`src/rtl/ebl_pkg.sv`:
```
package ebl_pkg;

    localparam int unsigned NUM_LANES = 4;

    typedef logic [NUM_LANES-1:0] lanes_t;

    // Per-cycle capture state: cycle in progress, early mode, captured lanes
    typedef struct packed {
        logic   in_cycle;
        logic   early;
        lanes_t held;
    } cap_state_t;

    function automatic logic any_lane(input lanes_t v);
        return |v;
    endfunction

    function automatic lanes_t to_active_high(input lanes_t v_n);
        return ~v_n;
    endfunction

endpackage

```
`src/rtl/ebl_edge_capture.sv`:
```
module ebl_edge_capture
    import ebl_pkg::*;
(
    input  logic       clk,
    input  logic       rst,
    input  logic       fcs_n,
    input  lanes_t     ds_n,
    output cap_state_t st
);

    logic       fcs_prev;
    logic       fall;
    lanes_t     live;
    cap_state_t st_next;

    assign live = to_active_high(ds_n);
    assign fall = fcs_prev & ~fcs_n;

    always_comb begin
        st_next = st;
        if (fcs_n) begin
            st_next = '0;
        end else if (fall) begin
            st_next.in_cycle = 1'b1;
            st_next.early    = any_lane(live);
            st_next.held     = live;
        end
    end

    always_ff @(posedge clk) begin
        if (rst) begin
            fcs_prev <= 1'b1;
            st       <= '0;
        end else begin
            fcs_prev <= fcs_n;
            st       <= st_next;
        end
    end

    // an early strobe at the falling edge selects early mode with that set
    a_r2_capture: assert property (@(posedge clk) disable iff (rst)
        (fall && (ds_n != '1)) |=> (st.early && st.in_cycle && (st.held == ~$past(ds_n))));

    // no strobe at the falling edge keeps the cycle in fallback mode
    a_r4_fallback_entry: assert property (@(posedge clk) disable iff (rst)
        (fall && (ds_n == '1)) |=> (!st.early && st.in_cycle));

    // captured state is frozen while the strobe stays asserted
    a_r3_hold: assert property (@(posedge clk) disable iff (rst)
        (st.in_cycle && !fcs_n) |=> ($stable(st.held) && $stable(st.early)));

    // a negated full-cycle strobe clears everything
    a_r6_clear: assert property (@(posedge clk) disable iff (rst)
        fcs_n |=> (!st.early && !st.in_cycle && (st.held == '0)));

endmodule

```
`src/rtl/ebl_lane_mux.sv`:
```
module ebl_lane_mux
    import ebl_pkg::*;
(
    input  logic       clk,
    input  logic       rst,
    input  cap_state_t st,
    input  logic       fcs_n,
    input  lanes_t     ds_n,
    input  logic       doe,
    output lanes_t     lane_en
);

    logic active;
    assign active = st.in_cycle & ~fcs_n;

    for (genvar g = 0; g < NUM_LANES; g++) begin : g_lane
        always_comb begin
            if (!active)
                lane_en[g] = 1'b0;
            else if (st.early)
                lane_en[g] = st.held[g];
            else
                lane_en[g] = doe & ~ds_n[g];
        end
    end

    // fallback without data output enable drives no lanes
    a_r5_gate: assert property (@(posedge clk) disable iff (rst)
        (!st.early && !doe) |-> (lane_en == '0));

    // no lanes outside an asserted full-cycle strobe
    a_r6_idle: assert property (@(posedge clk) disable iff (rst)
        fcs_n |-> (lane_en == '0));

endmodule

```
`src/rtl/ebl_write_gate.sv`:
```
module ebl_write_gate
    import ebl_pkg::*;
(
    input  logic   clk,
    input  logic   rst,
    input  logic   in_cycle,
    input  logic   fcs_n,
    input  lanes_t ds_n,
    input  logic   doe,
    input  logic   rd_nwr,
    output logic   wr_latch
);

    assign wr_latch = in_cycle & ~fcs_n & ~rd_nwr & doe & any_lane(to_active_high(ds_n));

    // reads never latch write data
    a_r8_read: assert property (@(posedge clk) disable iff (rst)
        rd_nwr |-> !wr_latch);

    // latching needs the data output enable
    a_r7_needs_doe: assert property (@(posedge clk) disable iff (rst)
        !doe |-> !wr_latch);

endmodule

```
`src/rtl/ebl_slave_lanes.sv`:
```
module ebl_slave_lanes
    import ebl_pkg::*;
(
    input  logic                 clk,
    input  logic                 rst,
    input  logic                 fcs_n,
    input  logic [NUM_LANES-1:0] ds_n,
    input  logic                 doe,
    input  logic                 rd_nwr,
    output logic [NUM_LANES-1:0] lane_en,
    output logic                 early_mode,
    output logic                 wr_latch
);

    cap_state_t st;

    ebl_edge_capture i_capture (
        .clk   (clk),
        .rst   (rst),
        .fcs_n (fcs_n),
        .ds_n  (ds_n),
        .st    (st)
    );

    ebl_lane_mux i_mux (
        .clk     (clk),
        .rst     (rst),
        .st      (st),
        .fcs_n   (fcs_n),
        .ds_n    (ds_n),
        .doe     (doe),
        .lane_en (lane_en)
    );

    ebl_write_gate i_wgate (
        .clk      (clk),
        .rst      (rst),
        .in_cycle (st.in_cycle),
        .fcs_n    (fcs_n),
        .ds_n     (ds_n),
        .doe      (doe),
        .rd_nwr   (rd_nwr),
        .wr_latch (wr_latch)
    );

    assign early_mode = st.early;

    // in early mode the lanes follow the captured set, never the live strobes
    a_r3_early_lanes: assert property (@(posedge clk) disable iff (rst)
        (early_mode && !fcs_n) |-> (lane_en != '0));

endmodule

```
`config.mk`:
```
export PLATFORM = sky130hd
export DESIGN_NAME = ebl_slave_lanes
export DESIGN_NICKNAME = d
export VERILOG_FILES = /design/src/rtl/ebl_pkg.sv /design/src/rtl/ebl_edge_capture.sv /design/src/rtl/ebl_lane_mux.sv /design/src/rtl/ebl_write_gate.sv /design/src/rtl/ebl_slave_lanes.sv
export SDC_FILE = /design/constraint.sdc
export NUM_CORES = 1
export LEC_CHECK = 0
export BUFFER_PORTS_ARGS = -buffer_cell sky130_fd_sc_hd__buf_4
export CORE_AREA = 2 2 39 41
export DETAILED_ROUTE_END_ITERATION = 6
export DIE_AREA = 0 0 41 43
export HOLD_SLACK_MARGIN = 0.06
export PLACE_DENSITY = 0.5
export SYNTH_ARGS = -nofsm -noshare
export SYNTH_HDL_FRONTEND = slang
export SYNTH_SLANG_ARGS = --single-unit
```
`constraint.sdc`:
```
create_clock -name clk -period 1.5 [get_ports clk]
set_input_delay 0.075 -clock clk [delete_from_list [all_inputs] [get_ports clk]]
set_output_delay 0.075 -clock clk [all_outputs]
set_load 0.01 [all_outputs]
```
==> results of run 1 <==
==> cells in the mapped netlist <==
| master | n | share of area (%) |
|---|---|---|
| sky130_fd_sc_hd__dfxtp_1 | 7 | 44 |
| sky130_fd_sc_hd__nor2_1 | 7 | 8.2 |
| sky130_fd_sc_hd__a211oi_1 | 5 | 12 |
| sky130_fd_sc_hd__a21oi_1 | 4 | 6.3 |
| sky130_fd_sc_hd__nand2_1 | 4 | 4.7 |
| sky130_fd_sc_hd__or3b_1 | 4 | 11 |
| sky130_fd_sc_hd__and4_1 | 1 | 2.7 |
| sky130_fd_sc_hd__buf_6 | 1 | 3.5 |
| sky130_fd_sc_hd__clkbuf_1 | 1 | 1.2 |
| sky130_fd_sc_hd__nand2b_1 | 1 | 2.0 |
| sky130_fd_sc_hd__nor4b_1 | 1 | 2.7 |
| sky130_fd_sc_hd__or2_1 | 1 | 2.0 |
==> per-layer routing <==
layer / wire [µm] / track usage (%) / vias up
li1: - / - / 171
met1: 365 / 12.58 / 158
met2: 374 / 16.56 / 14
met3: 73 / 6.283 / 2
met4: 9 / 8.000 / 0
met5: 0 / 0 / -
==> power by group through the flow <==
stage / Clock (µW) / Combinational [µW] / Sequential (µW)
CTS: 177 / 58.1 / 207
detailed placement: 0 / 49.7 / 211
floorplan: 0 / 27.1 / 206
global route: 197 / 66.3 / 209
finish: 175 / 59.7 / 208
global placement: 0 / 49.8 / 211
==> worst min path at each step <==
stage / depth (start not counted) / slack, ns / to
after CTS: 2 / 0.20 / i_capture.fcs_prev
final: 2 / 0.20 / i_capture.fcs_prev
after global routing: 2 / 0.20 / i_capture.fcs_prev
after detailed placement: 2 / 0.28 / i_capture.st[1]
after floorplan: 1 / 0.17 / i_capture.st[0]
after global placement: 2 / 0.28 / i_capture.st[2]
==> flip-flops by register name (all words and copies together) (netlist names) <==
| register | cells |
|---|---|
| i_capture.fcs_prev | 1 |
| i_capture.st | 6 |
==> timing repair <==
item                       CTS  global route
setup endpoints to repair    0             5
hold endpoints to repair     4             0
resized for setup            0             4
hold buffers                 4             0
==> per-stage QoR <==
stage	area, µm²	instances	util (%)
3_5_place_dp	429.2	65	31.01
2_1_floorplan	319.1	37	-
4_1_cts	495.5	73	35.80
6_report	504.2	72	36.44
5_1_grt	504.2	72	36.44
3_3_place_gp	429.2	65	31.01
==> area by class of cell <==
type / count / area (µm²) / share of cell area [%]
multi-input cells: 28 / 180.2 / 35.73
flip-flops and latches: 7 / 140.1 / 27.79
repair buffers: 17 / 137.6 / 27.30
clock buffers: 4 / 26.28 / 5.211
well taps: 16 / 20.02 / 3.970
==> logic make-up (layout without fill, tap and decap cells) <==
kind of cell / after synthesis / after routing / synth area share (%)
AND/OR/NAND/NOR: 19 / 19 / 33.34
buffers and inverters: 2 / 21 / 4.705
flip-flops: 7 / 7 / 43.92
AO/OA/AOI/OAI: 9 / 9 / 18.04
==> results.md, run 1 <==
* Status: completed
* Kind of capture point of the worst setup path: primary output
* Area growth from synthesis to final layout at 58.04%
* Power density of the placed cells at 877.8 mW/mm²
* Critical path fanouts, max at 3
* First-pass GRT wire length at 1.338 mm
* Clock sink count at 7
* Library cell appearing most often on the critical path: sky130_fd_sc_hd__buf_4
* Diode insertion count for antenna repair at 0
* Post-synth net total at 46
* CP max stage cell: sky130_fd_sc_hd__dlygate4sd3_1
* Drt via density at 4.792
* Boundary pin count at 15
* Setup repair after global routing missed its margin: no
* Setup clock skew after layout at 0.001752 ns
* Most frequent cells in the layout: sky130_fd_sc_hd__buf_4, sky130_fd_sc_hd__nor2_1, sky130_fd_sc_hd__dfxtp_1
* Clock power frac at 39.6%
* Crit path cell chain: dlygate4sd3_1 > buf_4 > or3b_1 > a21oi_2 > buf_4
* Share of post-route cells with drive strength above 1 at 35.71%
* Overall power at 442.6 µW
* DRC violation count after routing at 0
* Commonest non-fill, non-tap cell in the layout: sky130_fd_sc_hd__buf_4
* Max Buffers Root-to-Sink at 2
* Transition at the pin with the smallest max-transition slack at 0.3554 ns
* Critical path launch point type: input pin
* Number of placement rows at 14
* Critical path buffer and inverter count at 3
* Worst reg2reg setup slack at 0.65 ns
* Pint at 333.9 µW
* Post-layout nets at 66
* Pre-CTS setup slack at 0.3705 ns
* Die width at 41 µm
* Final worst slack at 0.06429 ns
* Switching part of the total at 24.56%
* Largest stage delay on the critical path at 0.54 ns
* Routed len/inst at 11.43 µm
* Core Box Area at 0.001384 mm²
* Number of nets still failing antenna checks after routing at 0
* Tightest slew margin relative to the limit at 76.27%
* Req. time, crit path at 1.42 ns
* Fraction of power consumed by sequential logic at 46.9%
* Depth of the worst register-to-register path at 2
* Number of antenna violations at the first check in global routing at 0
* Total track usage at 11.66%
* H-tree depth at 1
* Total clock buffers created by CTS at 3
* Type of the worst min-delay path: in -> reg
* Worst endpoint data arrival time at 1.36 ns
* Number of max-slew violations in the final report at 0
* First-pass detailed-route iteration total at 4
* Max-cap check violation count at 0
* Post-layout minimum cycle time at 1.436 ns
* Number of hold violations in the final report at 0
* Starting DRT DRC Count at 6
* Post-CTS setup buffer count at 0
* Sequential share of the synthesized area at 43.92%
* F_max at 696.5 MHz
* Total Die Area at 0.001763 mm²
* Category of cells accounting for the largest share of critical-path delay: buffers and inverters
* Library cells used by synthesis at 12
* Sum of routed wire length over all layers at 823 µm
* Post-Synthesis Cells at 37
* Initial core utilization at 23.06%
* Final hold slack at 0.1972 ns
* Net switching power at 108.7 µW
* TritonCTS clock tree: built
* Half-perimeter wire length after placement at 582 µm
* Vias post-DR at 345
* Reg-to-reg endpoint: i_capture.st[3]
* # fillers at 154
* Overall overflow remaining after global route at 0
* Post-route setup TNS at 0 ns
* Root Buffer: sky130_fd_sc_hd__clkbuf_4
* Post-route fraction of the period consumed by the critical path at 95.71%
* Leakage power of the design at 0.0002057 µW
* Die height at 43 µm
* Clock-pin slew on the worst setup and hold paths at 0.05 ns
* Syn avg cell area at 8.623 µm²
* Beginning of the worst hold path: rst
* Number of warnings printed during yosys synthesis at 0
* Synthesis-stage register bit count at 7
* Worst VDD drop at 289.3 µV
* Total standard cell area after synthesis at 319.1 µm²
* Vias in the first global route at 326
* Worst R2R Start: i_capture.fcs_prev
* Pin count of the biggest net entering global routing at 12
* Number of buffer cells added on primary ports at 14
* Gp weighted congestion at 0.7040
* Count of endpoints failing setup in the final report at 0
* Origin of the worst setup path: ds_n[3]
* End of the critical path: lane_en[3]
* Fraction of power consumed by combinational cells at 13.5%
* Clock network latency to the later pin of the worst-skew pair at 0.25 ns
* Cell count along the critical path at 5
* Path type of the worst setup path: in -> out
Power figures use the tool's default switching activity.
==> run 2, diff against run 1 <==
==> constraint.sdc (replaced) <==
create_clock -name clk -period 1.7 [get_ports clk]
set_input_delay 0.085 -clock clk [delete_from_list [all_inputs] [get_ports clk]]
set_output_delay 0.085 -clock clk [all_outputs]
set_load 0.01 [all_outputs]
==> results.md, run 2 (synthesis gave the netlist of run 1 again) <==
* Status: completed
* Worst endpoint data arrival time at 1.45 ns (+0.09 ns)
* Boundary pin count at 15 (unchanged)
* Fraction of power consumed by sequential logic at 47.3% (+0.4 points)
* Detailed route wirelength on metal2 at 365 µm (-2.4%)
* Die height at 43 µm (unchanged)
* Type of the worst min-delay path: in -> reg
* Count of endpoints failing setup in the final report at 0 (unchanged)
* TritonCTS clock tree: built
* Number of antenna violations at the first check in global routing at 0 (unchanged)
* Commonest non-fill, non-tap cell in the layout: sky130_fd_sc_hd__buf_4
* Register bank with the most flops: i_capture.st
* Kind of capture point of the worst setup path: primary output
* Core Box Area at 0.001384 mm² (unchanged)
* Met3 wire length at 78 µm (+6.8%)
* Met1 routed wirelength after detailed routing at 353 µm (-3.3%)
* Vias post-DR at 342 (-0.87%)
* Root Buffer: sky130_fd_sc_hd__clkbuf_4
* Tightest slew margin relative to the limit at 75.97% (-0.30 points)
* F_max at 652.0 MHz
* Fraction of power consumed by combinational cells at 13.2% (-0.3 points)
* Count of placed standard cells including taps at 65 (unchanged)
* Net switching power at 92.48 µW (-15%)
* Pin count of the biggest net entering global routing at 12 (unchanged)
* Drt via density at 4.685 (-2.2%)
* Max Buffers Root-to-Sink at 2 (unchanged)
* Setup clock skew after layout at 0.001697 ns (-0.00005476 ns)
* Gp weighted congestion at 0.7040 (unchanged)
* Depth of the worst register-to-register path at 2 (unchanged)
* DRC violation count after routing at 0 (unchanged)
* Vias in the first global route at 326 (unchanged)
* Worst reg2reg setup slack at 0.85 ns (+0.20 ns)
* Post-CTS resize count at 0 (unchanged)
* Largest stage delay on the critical path at 0.53 ns (about the same)
* Number of buffers inserted by hold repair at cts at 4 (unchanged)
* Leakage power of the design at 0.0002088 µW (+1.5%)
* Post-layout minimum cycle time at 1.534 ns
* Total clock buffers created by CTS at 3 (unchanged)
* Worst VDD drop at 254.9 µV (-12%)
* H-tree depth at 1 (unchanged)
* DR top layer: met3
* Number of cells in the finished layout apart from fillers at 73 (+1.4%)
* Post-layout nets at 67 (+1.5%)
* Die width at 41 µm (unchanged)
* Critical path launch point type: input pin
* Number of flip-flops under the largest register name at 6 (unchanged)
* Cell count along the critical path at 5 (unchanged)
* Req. time, crit path at 1.62 ns (+0.20 ns)
* Pre-CTS setup slack at 0.5605 ns (+0.1900 ns)
* Max-cap check violation count at 0 (unchanged)
* Origin of the worst setup path: ds_n[0]
* Clock-pin slew on the worst setup and hold paths at 0.05 ns (about the same)
* Clock sink count at 7 (unchanged)
* Area growth from synthesis to final layout at 55.29%
* Half-perimeter wire length after placement at 582 µm (unchanged)
* Post-CTS setup buffer count at 0 (unchanged)
* Cell area after layout at 495.5 µm² (-1.7%)
* Overall overflow remaining after global route at 0 (unchanged)
* End of the critical path: wr_latch
* Registers with the most flip-flops: i_capture.st x6, i_capture.fcs_prev x1
* Total Die Area at 0.001763 mm² (unchanged)
* Reg-to-reg endpoint: i_capture.st[3]
* Crit path cell chain: dlygate4sd3_1 > buf_4 > and4_1 > nor4b_1 > buf_4
* Share of post-route cells with drive strength above 1 at 29.82% (-5.9 points)
* Power density of the placed cells at 780.4 mW/mm² (-11%)
* First-pass detailed-route iteration total at 6 (+2)
* First-pass GRT wire length at 1.338 mm (unchanged)
* Path type of the worst setup path: in -> out
* Initial core utilization at 23.06% (unchanged)
* Number of max-slew violations in the final report at 0 (unchanged)
* Sum of routed wire length over all layers at 797 µm (-3.2%)
* Final hold slack at 0.2042 ns (+0.007034 ns)
* Critical path fanouts, max at 3 (unchanged)
* Number of buffer cells added on primary ports at 14 (unchanged)
* Pint at 294.2 µW (-12%)
* Worst R2R Start: i_capture.fcs_prev
* Routed len/inst at 10.92 µm (-4.5%)
* Number of nets still failing antenna checks after routing at 0 (unchanged)
* Diode insertion count for antenna repair at 0 (unchanged)
* Clock power frac at 39.5% (about the same)
* Total track usage at 11.66% (unchanged)
* Library cell appearing most often on the critical path: sky130_fd_sc_hd__buf_4
* Starting DRT DRC Count at 8 (+2)
* Post-route fraction of the period consumed by the critical path at 90.22%
* Clock network latency to the later pin of the worst-skew pair at 0.25 ns (about the same)
* Critical path buffer and inverter count at 3 (unchanged)
* Transition at the pin with the smallest max-transition slack at 0.3599 ns (+0.004496 ns)
* Post-route setup TNS at 0 ns (unchanged)
* Most frequent cells in the layout: sky130_fd_sc_hd__buf_4, sky130_fd_sc_hd__nor2_1, sky130_fd_sc_hd__dfxtp_1
* Number of hold violations in the final report at 0 (unchanged)
* Switching part of the total at 23.92% (-0.64 points)
* Final worst slack at 0.1662 ns (+0.1019 ns)
* Post-DP Area at 429.2 µm² (unchanged)
* CP max stage cell: sky130_fd_sc_hd__dlygate4sd3_1
* Category of cells accounting for the largest share of critical-path delay: buffers and inverters
* Number of placement rows at 14 (unchanged)
* Setup repair after global routing missed its margin: no
==> run 2: power by group through the flow <==
stage / Combinational (µW) / Sequential, µW / Clock [µW]
floorplan: 23.9 / 182 / 0
global placement: 43.9 / 186 / 0
detailed placement: 43.9 / 186 / 0
CTS: 51.3 / 183 / 156
global route: 57.2 / 184 / 174
finish: 51.0 / 183 / 153
==> run 2: worst min path at each step <==
stage	from	endpoint	cells past startpoint
after floorplan	ds_n[0]	i_capture.st[0]	1
after global placement	ds_n[2]	i_capture.st[2]	2
after detailed placement	ds_n[1]	i_capture.st[1]	2
after CTS	rst	i_capture.fcs_prev	2
after global routing	rst	i_capture.fcs_prev	2
final	rst	i_capture.fcs_prev	2
==> run 2: stage by stage <==
step	utilization [%]	power [µW]
2_1_floorplan	-	206.0
3_3_place_gp	31.01	230.2
3_5_place_dp	31.01	230.0
4_1_cts	35.80	389.8
5_1_grt	35.80	415.5
6_report	35.80	386.7
==> run 2: cell type report <==
class,instances,area [µm²]
Fill cell,153,888.4
Multi-Input combinational cell,28,163.9
Timing Repair Buffer,18,145.1
Sequential cell,7,140.1
Clock buffer,4,26.28
Tap cell,16,20.02
==> run 2: routing by layer <==
| layer | vias up | track usage, % |
|---|---|---|
| met5 | - | 0 |
| met4 | 0 | 8.000 |
| met3 | 0 | 6.283 |
| met2 | 15 | 16.56 |
| met1 | 150 | 12.58 |
| li1 | 177 | - |
==> run 3, diff against run 2 <==
--- a/config.mk
+++ b/config.mk
@@ -5,12 +5,14 @@
 export SDC_FILE = /design/constraint.sdc
 export NUM_CORES = 1
 export LEC_CHECK = 0
-export BUFFER_PORTS_ARGS = -buffer_cell sky130_fd_sc_hd__buf_4
 export CORE_AREA = 2 2 39 41
+export CTS_BUF_LIST = sky130_fd_sc_hd__clkbuf_8
+export CTS_CLUSTER_SIZE = 25
 export DETAILED_ROUTE_END_ITERATION = 6
 export DIE_AREA = 0 0 41 43
+export DONT_BUFFER_PORTS = 1
 export HOLD_SLACK_MARGIN = 0.06
-export PLACE_DENSITY = 0.5
+export PLACE_DENSITY = 0.4
 export SYNTH_ARGS = -nofsm -noshare
 export SYNTH_HDL_FRONTEND = slang
 export SYNTH_SLANG_ARGS = --single-unit
==> results.md, run 3 (synthesis gave the netlist of run 1 again) <==
* Core Box Area at 0.001384 mm² (unchanged)
* Status: completed
* Pre-CTS setup slack at 0.5265 ns (-0.03395 ns)
* Registers with the most flip-flops: i_capture.st x6, i_capture.fcs_prev x1
* Overall overflow remaining after global route at 0 (unchanged)
* Post-layout minimum cycle time at 1.416 ns (-0.1177 ns)
* Worst endpoint data arrival time at 1.33 ns (-0.12 ns)
* Category of cells accounting for the largest share of critical-path delay: simple AND/OR/NAND/NOR gates
* Sequential cell area at 140.1 µm² (unchanged)
* Register bank with the most flops: i_capture.st
* Number of hold violations in the final report at 0 (unchanged)
* Path type of the worst setup path: reg -> out
* DRC violation count after routing at 0 (unchanged)
* Setup repair after global routing missed its margin: no
* Count of endpoints failing setup in the final report at 0 (unchanged)
* Final worst slack at 0.2839 ns (+0.1177 ns)
* Post-layout nets at 53 (-21%)
* Leakage power of the design at 0.0001499 µW (-28%)
* Tightest slew margin relative to the limit at 61.38% (-15 points)
* Final cell utilization of the core at 29.57% (-6.2 points)
* Largest stage delay on the critical path at 0.41 ns (-0.12 ns)
* Combined area of the multi-input logic cells at 163.9 µm² (unchanged)
* Post-route setup TNS at 0 ns (unchanged)
* Number of max-slew violations in the final report at 0 (unchanged)
* First-pass detailed-route iteration total at 2 (-4)
* Req. time, crit path at 1.62 ns (about the same)
* Total Die Area at 0.001763 mm² (unchanged)
* Area growth from synthesis to final layout at 28.24%
* Number of flip-flops under the largest register name at 6 (unchanged)
* First-pass GRT wire length at 1.062 mm (-21%)
* TritonCTS clock tree: built
* Initial core utilization at 23.06% (unchanged)
* Count of placed standard cells including taps at 51 (-22%)
* Critical path launch point type: register
* Total clock buffers created by CTS at 3 (unchanged)
* Number of buffer cells added on primary ports at 0 (-14)
* Most frequent cells in the layout: sky130_fd_sc_hd__nor2_1, sky130_fd_sc_hd__dfxtp_1, sky130_fd_sc_hd__a211oi_1
* Starting DRT DRC Count at 7 (-1)
* Routed len/inst at 12.24 µm (+12%)
* Number of nets still failing antenna checks after routing at 0 (unchanged)
* Power density of the placed cells at 1071 mW/mm² (+37%)
* Max Buffers Root-to-Sink at 2 (unchanged)
* Vias post-DR at 274 (-20%)
* Share of post-route cells with drive strength above 1 at 6.977% (-23 points)
* Worst VDD drop at 415.5 µV (+63%)
* Crit path cell chain: or3b_1 > a21oi_1
* H-tree depth at 1 (unchanged)
* Critical path buffer and inverter count at 0 (-3)
* Number of antenna violations at the first check in global routing at 0 (unchanged)
* Number of placement rows at 14 (unchanged)
* Die width at 41 µm (unchanged)
* Type of the worst min-delay path: in -> reg
* Vias in the first global route at 276 (-15%)
* Number of cells in the finished layout apart from fillers at 59 (-19%)
* Setup clock skew after layout at 0.001164 ns (-0.0005336 ns)
* Die height at 43 µm (unchanged)
* Kind of capture point of the worst setup path: primary output
* CP max stage cell: sky130_fd_sc_hd__or3b_1
* Max-cap check violation count at 0 (unchanged)
* Boundary pin count at 15 (unchanged)
* F_max at 706.2 MHz (+8.3%)
* Post-CTS resize count at 0 (unchanged)
* Overall power at 438.2 µW (+13%)
* Gp weighted congestion at 0.6731 (-4.4%)
* # fillers at 151 (-1.3%)
* Root Buffer: sky130_fd_sc_hd__clkbuf_8
* Clock-pin slew on the worst setup and hold paths at 0.04 ns (about the same)
* Transition at the pin with the smallest max-transition slack at 0.5712 ns (+0.2113 ns)
* Critical path fanouts, max at 10 (+7)
* Clock sink count at 7 (unchanged)
* Diode insertion count for antenna repair at 0 (unchanged)
* Sum of routed wire length over all layers at 722 µm (-9.4%)
* Pin count of the biggest net entering global routing at 12 (unchanged)
* Post-route fraction of the period consumed by the critical path at 83.30% (-6.9 points)
* Clock network latency to the later pin of the worst-skew pair at 0.22 ns (-0.03 ns)
* Drt via density at 4.644 (-0.87%)
* Number of buffers inserted by hold repair at cts at 4 (unchanged)
* Post-CTS setup buffer count at 0 (unchanged)
* Total track usage at 9.246% (-2.4 points)
==> run 3: changes by cell type in the layout (fill, tap and decap cells not counted), sizes merged <==
cell	previous run	this run
inv	0	1
clkbuf	4	3
buf	14	0
==> run 3: cell type report <==
cell class / count / area share (%)
well taps: 16 / 4.893
clock buffers: 3 / 10.09
clock inverters: 1 / 0.9174
repair buffers: 4 / 9.786
multi-input cells: 28 / 40.06
flip-flops and latches: 7 / 34.25
==> run 3: worst register-to-register path, stage by stage, from the launching register on <==
cell and delay [ns]:
sky130_fd_sc_hd__dfxtp_1 0.52, sky130_fd_sc_hd__nor2_1 0.09, sky130_fd_sc_hd__a211oi_1 0.15
==> run 3: path summary, 6_finish.rpt <==
path | startpoint | end | slack, ns | cells after the start
worst min register to register | i_capture.st[5] | i_capture.st[5] | 0.47 | 2
worst max-delay path | i_capture.st[4] | lane_en[2] | 0.28 | 2
worst max register to register | i_capture.st[4] | i_capture.st[4] | 0.86 | 2
worst min-delay path | rst | i_capture.fcs_prev | 0.16 | 1
==> run 3: report_power, final <==
part	switching, µW	internal, µW	total [µW]
Sequential	10.0	174	184
Combinational	12.0	16.5	28.6
Clock	70.0	156	226
==> run 3: through the flow <==
| step | instance area, µm² | hold slack [ns] |
|---|---|---|
| 2_1_floorplan | 319.1 | 0.1784 |
| 3_3_place_gp | 324.1 | 0.1812 |
| 3_5_place_dp | 324.1 | 0.1830 |
| 4_1_cts | 409.1 | 0.1443 |
| 5_1_grt | 409.1 | 0.1618 |
| 6_report | 409.1 | 0.1575 |
==> run 3: layer usage <==
| layer | track usage (%) | share of wire (%) | routed length, µm | vias to the layer above |
|---|---|---|---|---|
| met5 | 0 | 0 | 0 | - |
| met4 | 4.000 | 0 | 0 | 0 |
| met3 | 6.283 | 12 | 90 | 0 |
| met2 | 11.88 | 42 | 305 | 14 |
| met1 | 11.61 | 45 | 326 | 117 |
| li1 | - | - | - | 143 |
